$ cat config.mk
export PLATFORM = sky130hd
export DESIGN_NAME = cfg_sequencer
export DESIGN_NICKNAME = d
export VERILOG_FILES = /design/src/rtl/cfgseq_pkg.sv /design/src/rtl/cfgseq_step_cnt.sv /design/src/rtl/cfgseq_chk_cmp.sv /design/src/rtl/cfgseq_mode_latch.sv /design/src/rtl/cfg_sequencer.sv
export SDC_FILE = /design/constraint.sdc
export NUM_CORES = 1
export LEC_CHECK = 0
export BUFFER_PORTS_ARGS = -buffer_cell sky130_fd_sc_hd__buf_2
export CAP_MARGIN = 20
export CELL_PAD_IN_SITES_DETAIL_PLACEMENT = 1
export CELL_PAD_IN_SITES_GLOBAL_PLACEMENT = 2
export CORE_MARGIN = 5
export CORE_UTILIZATION = 27
export CTS_CLUSTER_DIAMETER = 50
export DETAILED_ROUTE_END_ITERATION = 16
export PLACE_DENSITY_LB_ADDON = 0.1
export SETUP_SLACK_MARGIN = 0.3
export SYNTH_ARGS = -nofsm -noshare
export SYNTH_HDL_FRONTEND = slang
export SYNTH_SLANG_ARGS = --single-unit
$ cat constraint.sdc
create_clock -name clk -period 2.9 [get_ports clk]
set_input_delay 0.29 -clock clk [delete_from_list [all_inputs] [get_ports clk]]
set_output_delay 0.29 -clock clk [all_outputs]
set_load 0.005 [all_outputs]
$ cat src/rtl/cfgseq_pkg.sv
// Shared types for the configuration sequencer.
// Assumes: nothing beyond IEEE 1800-2017 packages.
package cfgseq_pkg;

    // Phases of the configuration flow.
    typedef enum logic [2:0] {
        ST_PWR   = 3'd0,
        ST_CLEAR = 3'd1,
        ST_REL   = 3'd2,
        ST_LOAD  = 3'd3,
        ST_START = 3'd4,
        ST_USER  = 3'd5,
        ST_ERR   = 3'd6
    } cfg_state_e;

    // Number of start-up steps: done, then I/O enable, then reset release.
    localparam int START_STEPS = 3;

endpackage

$ cat src/rtl/cfgseq_step_cnt.sv
// Phase step counter, shared by the clear and start-up phases.
// Assumes: clr has priority over en; the count wraps if left enabled.
module cfgseq_step_cnt #(
    parameter int W = 4
) (
    input  logic         clk,
    input  logic         rst_n,
    input  logic         clr,
    input  logic         en,
    output logic [W-1:0] cnt
);

    // Count enabled cycles, restart on clear.
    always_ff @(posedge clk) begin
        if (!rst_n || clr) cnt <= '0;
        else if (en)       cnt <= cnt + W'(1);
    end

endmodule

$ cat src/rtl/cfgseq_chk_cmp.sv
// Compares the embedded check value with the computed one.
// Assumes: both operands are valid in the same cycle.
module cfgseq_chk_cmp #(
    parameter int CHK_W = 16
) (
    input  logic [CHK_W-1:0] embedded,
    input  logic [CHK_W-1:0] computed,
    output logic             match
);

    logic [CHK_W-1:0] bit_diff;

    // One difference flag per bit.
    for (genvar g = 0; g < CHK_W; g++) begin : g_bit
        assign bit_diff[g] = embedded[g] ^ computed[g];
    end

    // Equal when no bit differs.
    assign match = ~|bit_diff;

endmodule

$ cat src/rtl/cfgseq_mode_latch.sv
// Holds the mode inputs captured at the ready-line rising moment.
// Assumes: cap is a single-cycle strobe from the sequencer.
module cfgseq_mode_latch #(
    parameter int MODE_W = 3
) (
    input  logic              clk,
    input  logic              rst_n,
    input  logic              cap,
    input  logic [MODE_W-1:0] d,
    output logic [MODE_W-1:0] q
);

    // Capture on strobe, otherwise hold.
    always_ff @(posedge clk) begin
        if (!rst_n)   q <= '0;
        else if (cap) q <= d;
    end

endmodule

$ cat src/rtl/cfg_sequencer.sv
// Configuration sequencer: supply wait, memory clear with external
// stretching, mode capture, frame load, check compare, then either start-up
// or abort.
// Assumes: rdy_line is the wired-AND of rdy_pull_low and all other drivers;
// all inputs are synchronous to clk.
module cfg_sequencer
    import cfgseq_pkg::*;
#(
    parameter int CLEAR_CYCLES = 64,
    parameter int MODE_W       = 3,
    parameter int CHK_W        = 16
) (
    input  logic              clk,
    input  logic              rst_n,
    input  logic              pwr_core_ok,
    input  logic              pwr_io_ok,
    input  logic              prog_req_n,
    input  logic              rdy_line,
    input  logic [MODE_W-1:0] mode_in,
    input  logic              frame_valid,
    input  logic              frame_last,
    input  logic [CHK_W-1:0]  frame_data,
    input  logic [CHK_W-1:0]  calc_chk,
    output logic              rdy_pull_low,
    output logic              frame_ready,
    output logic [MODE_W-1:0] mode_q,
    output logic              done,
    output logic              io_enable,
    output logic              gsr_release
);

    localparam int MAX_STEPS = (CLEAR_CYCLES > START_STEPS) ? CLEAR_CYCLES : START_STEPS;
    localparam int CNT_W     = $clog2(MAX_STEPS + 1);
    localparam logic [CNT_W-1:0] CLEAR_LAST = CNT_W'(CLEAR_CYCLES - 1);
    localparam logic [CNT_W-1:0] START_LAST = CNT_W'(START_STEPS - 1);

    cfg_state_e       state_q, state_d;
    logic [CNT_W-1:0] step;
    logic             pwr_ok, chk_match, last_taken, mode_cap;

    assign pwr_ok     = pwr_core_ok & pwr_io_ok;
    assign last_taken = (state_q == ST_LOAD) && frame_valid && frame_last;
    assign mode_cap   = pwr_ok && prog_req_n && (state_q == ST_REL) && rdy_line;

    cfgseq_chk_cmp #(.CHK_W(CHK_W)) u_cmp (
        .embedded (frame_data),
        .computed (calc_chk),
        .match    (chk_match)
    );

    cfgseq_step_cnt #(.W(CNT_W)) u_cnt (
        .clk   (clk),
        .rst_n (rst_n),
        .clr   ((state_d != state_q) || !prog_req_n),
        .en    ((state_q == ST_CLEAR) || (state_q == ST_START)),
        .cnt   (step)
    );

    cfgseq_mode_latch #(.MODE_W(MODE_W)) u_mode (
        .clk   (clk),
        .rst_n (rst_n),
        .cap   (mode_cap),
        .d     (mode_in),
        .q     (mode_q)
    );

    // Next phase: supply loss and reset request override every phase.
    always_comb begin
        state_d = state_q;
        if (!pwr_ok) begin
            state_d = ST_PWR;
        end else if (!prog_req_n) begin
            state_d = ST_CLEAR;
        end else begin
            unique case (state_q)
                ST_PWR:   state_d = ST_CLEAR;
                ST_CLEAR: if (step == CLEAR_LAST) state_d = ST_REL;
                ST_REL:   if (rdy_line) state_d = ST_LOAD;
                ST_LOAD:  if (last_taken) state_d = chk_match ? ST_START : ST_ERR;
                ST_START: if (step == START_LAST) state_d = ST_USER;
                ST_USER:  state_d = ST_USER;
                ST_ERR:   state_d = ST_ERR;
                default:  state_d = ST_PWR;
            endcase
        end
    end

    // Phase register.
    always_ff @(posedge clk) begin
        if (!rst_n) state_q <= ST_PWR;
        else        state_q <= state_d;
    end

    // Output decode from the phase and the start-up step.
    always_comb begin
        rdy_pull_low = (state_q == ST_PWR) || (state_q == ST_CLEAR) || (state_q == ST_ERR);
        frame_ready  = (state_q == ST_LOAD);
        done         = (state_q == ST_START) || (state_q == ST_USER);
        io_enable    = ((state_q == ST_START) && (step >= CNT_W'(1))) || (state_q == ST_USER);
        gsr_release  = ((state_q == ST_START) && (step >= CNT_W'(2))) || (state_q == ST_USER);
    end

endmodule

==> impl_metrics.ini <==
[status]
status = finished clean

[clocking]
cts_buffer_depth = 2
ctsHoldBuffers = 0
cts_tree = built
post-cts-setup-buffers = 0
clock_sinks = 13
htree_num_levels = 1
clk_latency_ns = 0.24
clkTransAtPathRegs_ns = 0.06
cts-resized-gates = 0
ctsRootBufferMaster = clkbuf_8
cts_made_buffers = 3

[power]
comb_power_share_pct = 18.9
power.density_mw_per_mm2 = 310.4
clkPwrFrac_pct = 38.3
pwr-share-seq_pct = 42.9
p_int_w = 0.0003212
power_w = 0.0004269
ir_worst_vdd_v = 0.0002718
leakagePower_nw = 0.5494
switching_power_w = 0.0001056
switching_share_pct = 24.75

[timing]
grt_setup_unrepaired = no
max_freq_mhz = 484.8
slew_headroom_pct = 64.91
finalClockSkew_ns = 0.001591
slew_violations = 0
post-route-min-period_ns = 2.063
finalSetupTns_ns = 0
tightestPinTransition_ns = 0.5220
hold_viol = 0
finalSetupViolations = 0
period_share_pct = 71.12

[grt]
grt_overflow_total = 0
grt_max_degree = 14
grt_pass1_wl_mm = 4.726
grt_pass1_vias = 1044
track_usage_pct = 11.28
antenna_found_initial = 0

[cells_and_area]
post-route-util_pct = 37.28
synthToLayoutAreaGrowth_pct = 32.57
fin_area_mm2 = 0.001375
drive_gt1_share_pct = 39.88
nNetsFinal = 215
diodes = 0

[floorplanning]
initial_core_util_pct = 28.12
die_area_mm2 = 0.005181
design.core.area_mm2 = 0.003689
io_pins = 51
die_x_um = 71.98
die_h_um = 71.98
row_count = 22

[worst_setup_path]
slowest_delay_ns = 0.44
cp.required_ns = 3.01
reg2reg_from = u_cnt.cnt[1]
cp-startpoint = u_cnt.cnt[1]
r2r-end = u_cnt.cnt[4]
endpoint_kind = flop
path_cells = ha_1 -> nand2_1 -> nor4b_4 -> o22ai_2 -> o22a_2 -> o31ai_4 -> nor2_1
ff2ff_setup_slack_ns = 0.84
critPathSlowestCell = dfxtp_1
critPathKind = flop to flop
path_buf_inv = 0
critPathLaunchType = flop
crit_end = u_cnt.cnt[4]
worstPathArrival_ns = 2.18
critPathTopFamily = compound AO/OA/AOI/OAI gates
cp.depth = 7
worst-path-max-fanout = 7
reg2regPathDepth = 7

[routing]
ant_nets = 0
drtIter0Drc = 14
drt_first_pass_iters = 2
drcViolationCount = 0
wl_per_cell_um = 13.00
drt-vias-per-instance = 4.597
vias = 993
drt_wl_total_mm = 2.807

[placement]
place_hpwl_mm = 2.401
placed_cell_area_mm2 = 0.001330
gp_congestion = 0.8043
io_buffers = 50

[synthesis]
synth_seq_area_share_pct = 25.09
synthFlopType = dfxtp_1
netlist.area_leader.share_pct = 25.09
yosysTopAreaCell = dfxtp_1
yosysWarnings = 0
yosysUniqueCellTypes = 39
syn_nets = 163
synth_edf_count = 0
ys_seq_elements = 13
syn_inst = 117
syn-cell-area_mm2 = 0.001037
async_reset_ff_share_pct = 0
synth_area_per_cell_um2 = 8.865
ys_top_cells_by_area = dfxtp_1 (25%), xnor2_1 (16%), nor2_1 (4.7%), nand2_1 (4.0%), ha_1 (3.6%)

[worst_hold_path]
hold_class = primary input to flop

[flow_run]
max_cap_viol_count = 0
[cell type report]
type / instances / area (µm²)
Multi-Input combinational cell: 98 / 748.2
Inverter: 3 / 11.26
Clock buffer: 4 / 45.04
Tap cell: 48 / 60.06
Timing Repair Buffer: 50 / 250.2
Sequential cell: 13 / 260.3
Fill cell: 481 / 2313
[layout by cell type, fill, tap and decap left out, types with 2 or more instances in the layout]
master | synthesis | final
buf_2 | 2 | 50
xnor2_1 | 19 | 19
nor2_1 | 13 | 13
dfxtp_1 | 13 | 13
nand2_1 | 11 | 11
nor2b_1 | 5 | 5
nor3_1 | 5 | 5
nand3_1 | 4 | 4
inv_1 | 3 | 3
a21oi_1 | 3 | 3
nand4_1 | 3 | 3
xor2_1 | 3 | 3
mux2i_1 | 3 | 3
ha_1 | 3 | 3
clkbuf_8 | 0 | 3
nand2b_1 | 2 | 2
a31oi_1 | 2 | 2
[worst min-delay path: cells and delay by family]
kind          cells  cell delay (ns)
buf+inv           1             0.08
mux               1             0.05
simple gates      1             0.09
[logic make-up (layout without fill, tap and decap cells)]
group | count (synthesis) | in the layout | synth area share (%)
flops | 13 | 13 | 25.09
compound gates | 15 | 15 | 14.84
xor+xnor | 23 | 23 | 20.15
simple gates | 54 | 54 | 30.64
fa+ha+maj | 3 | 3 | 3.619
buf+inv | 6 | 57 | 2.775
mux | 3 | 3 | 2.895
[power groups by stage]
stage | sequential [W] | clock, W | combinational [W]
detailed placement | 0.000187 | 0 | 0.0000817
finish | 0.000183 | 0.000163 | 0.0000805
floorplan | 0.000185 | 0 | 0.0000435
global route | 0.000183 | 0.000175 | 0.0000886
CTS | 0.000183 | 0.000168 | 0.0000824
global placement | 0.000187 | 0 | 0.0000794
[worst min-delay path by stage]
stage | endpoint | from | slack [ns] | cells after the start
finish | u_mode.q[0] | mode_in[0] | 0.31 | 3
global route | u_mode.q[0] | mode_in[0] | 0.33 | 3
CTS | u_mode.q[0] | mode_in[0] | 0.31 | 3
detailed placement | u_mode.q[1] | u_mode.q[1] | 0.50 | 2
global placement | u_mode.q[0] | u_mode.q[0] | 0.49 | 2
floorplan | u_mode.q[0] | rst_n | 0.42 | 1
[metrics by stage]
step                      setup slack (ns)  std cells  hold WS, ns
after floorplan                      1.107        117       0.4182
after global placement              0.9085        212       0.4943
after detailed placement            0.7954        212       0.5031
after CTS                           0.7821        216       0.3087
after global routing                0.6693        216       0.3310
final                               0.8374        216       0.3106
[cell usage after synthesis, types with 2 or more instances]
library cell  count
xnor2_1          19
dfxtp_1          13
nor2_1           13
nand2_1          11
nor2b_1           5
nor3_1            5
nand3_1           4
a21oi_1           3
ha_1              3
inv_1             3
mux2i_1           3
nand4_1           3
xor2_1            3
a31oi_1           2
buf_2             2
nand2b_1          2
[registers in the layout, indices dropped and copies added (netlist names)]
register and cells:
u_cnt.cnt 7, state_q 3, u_mode.q 3
[layer usage]
metal	vias to the layer above	part of all wire, %	global-route usage [%]
met3	2	3.8	3.324
met2	15	55	21.22
li1	513	-	-
met5	-	0	0
met4	0	0.53	1.253
met1	463	41	12.89
Note: power is estimated with default switching activity, not from simulation.
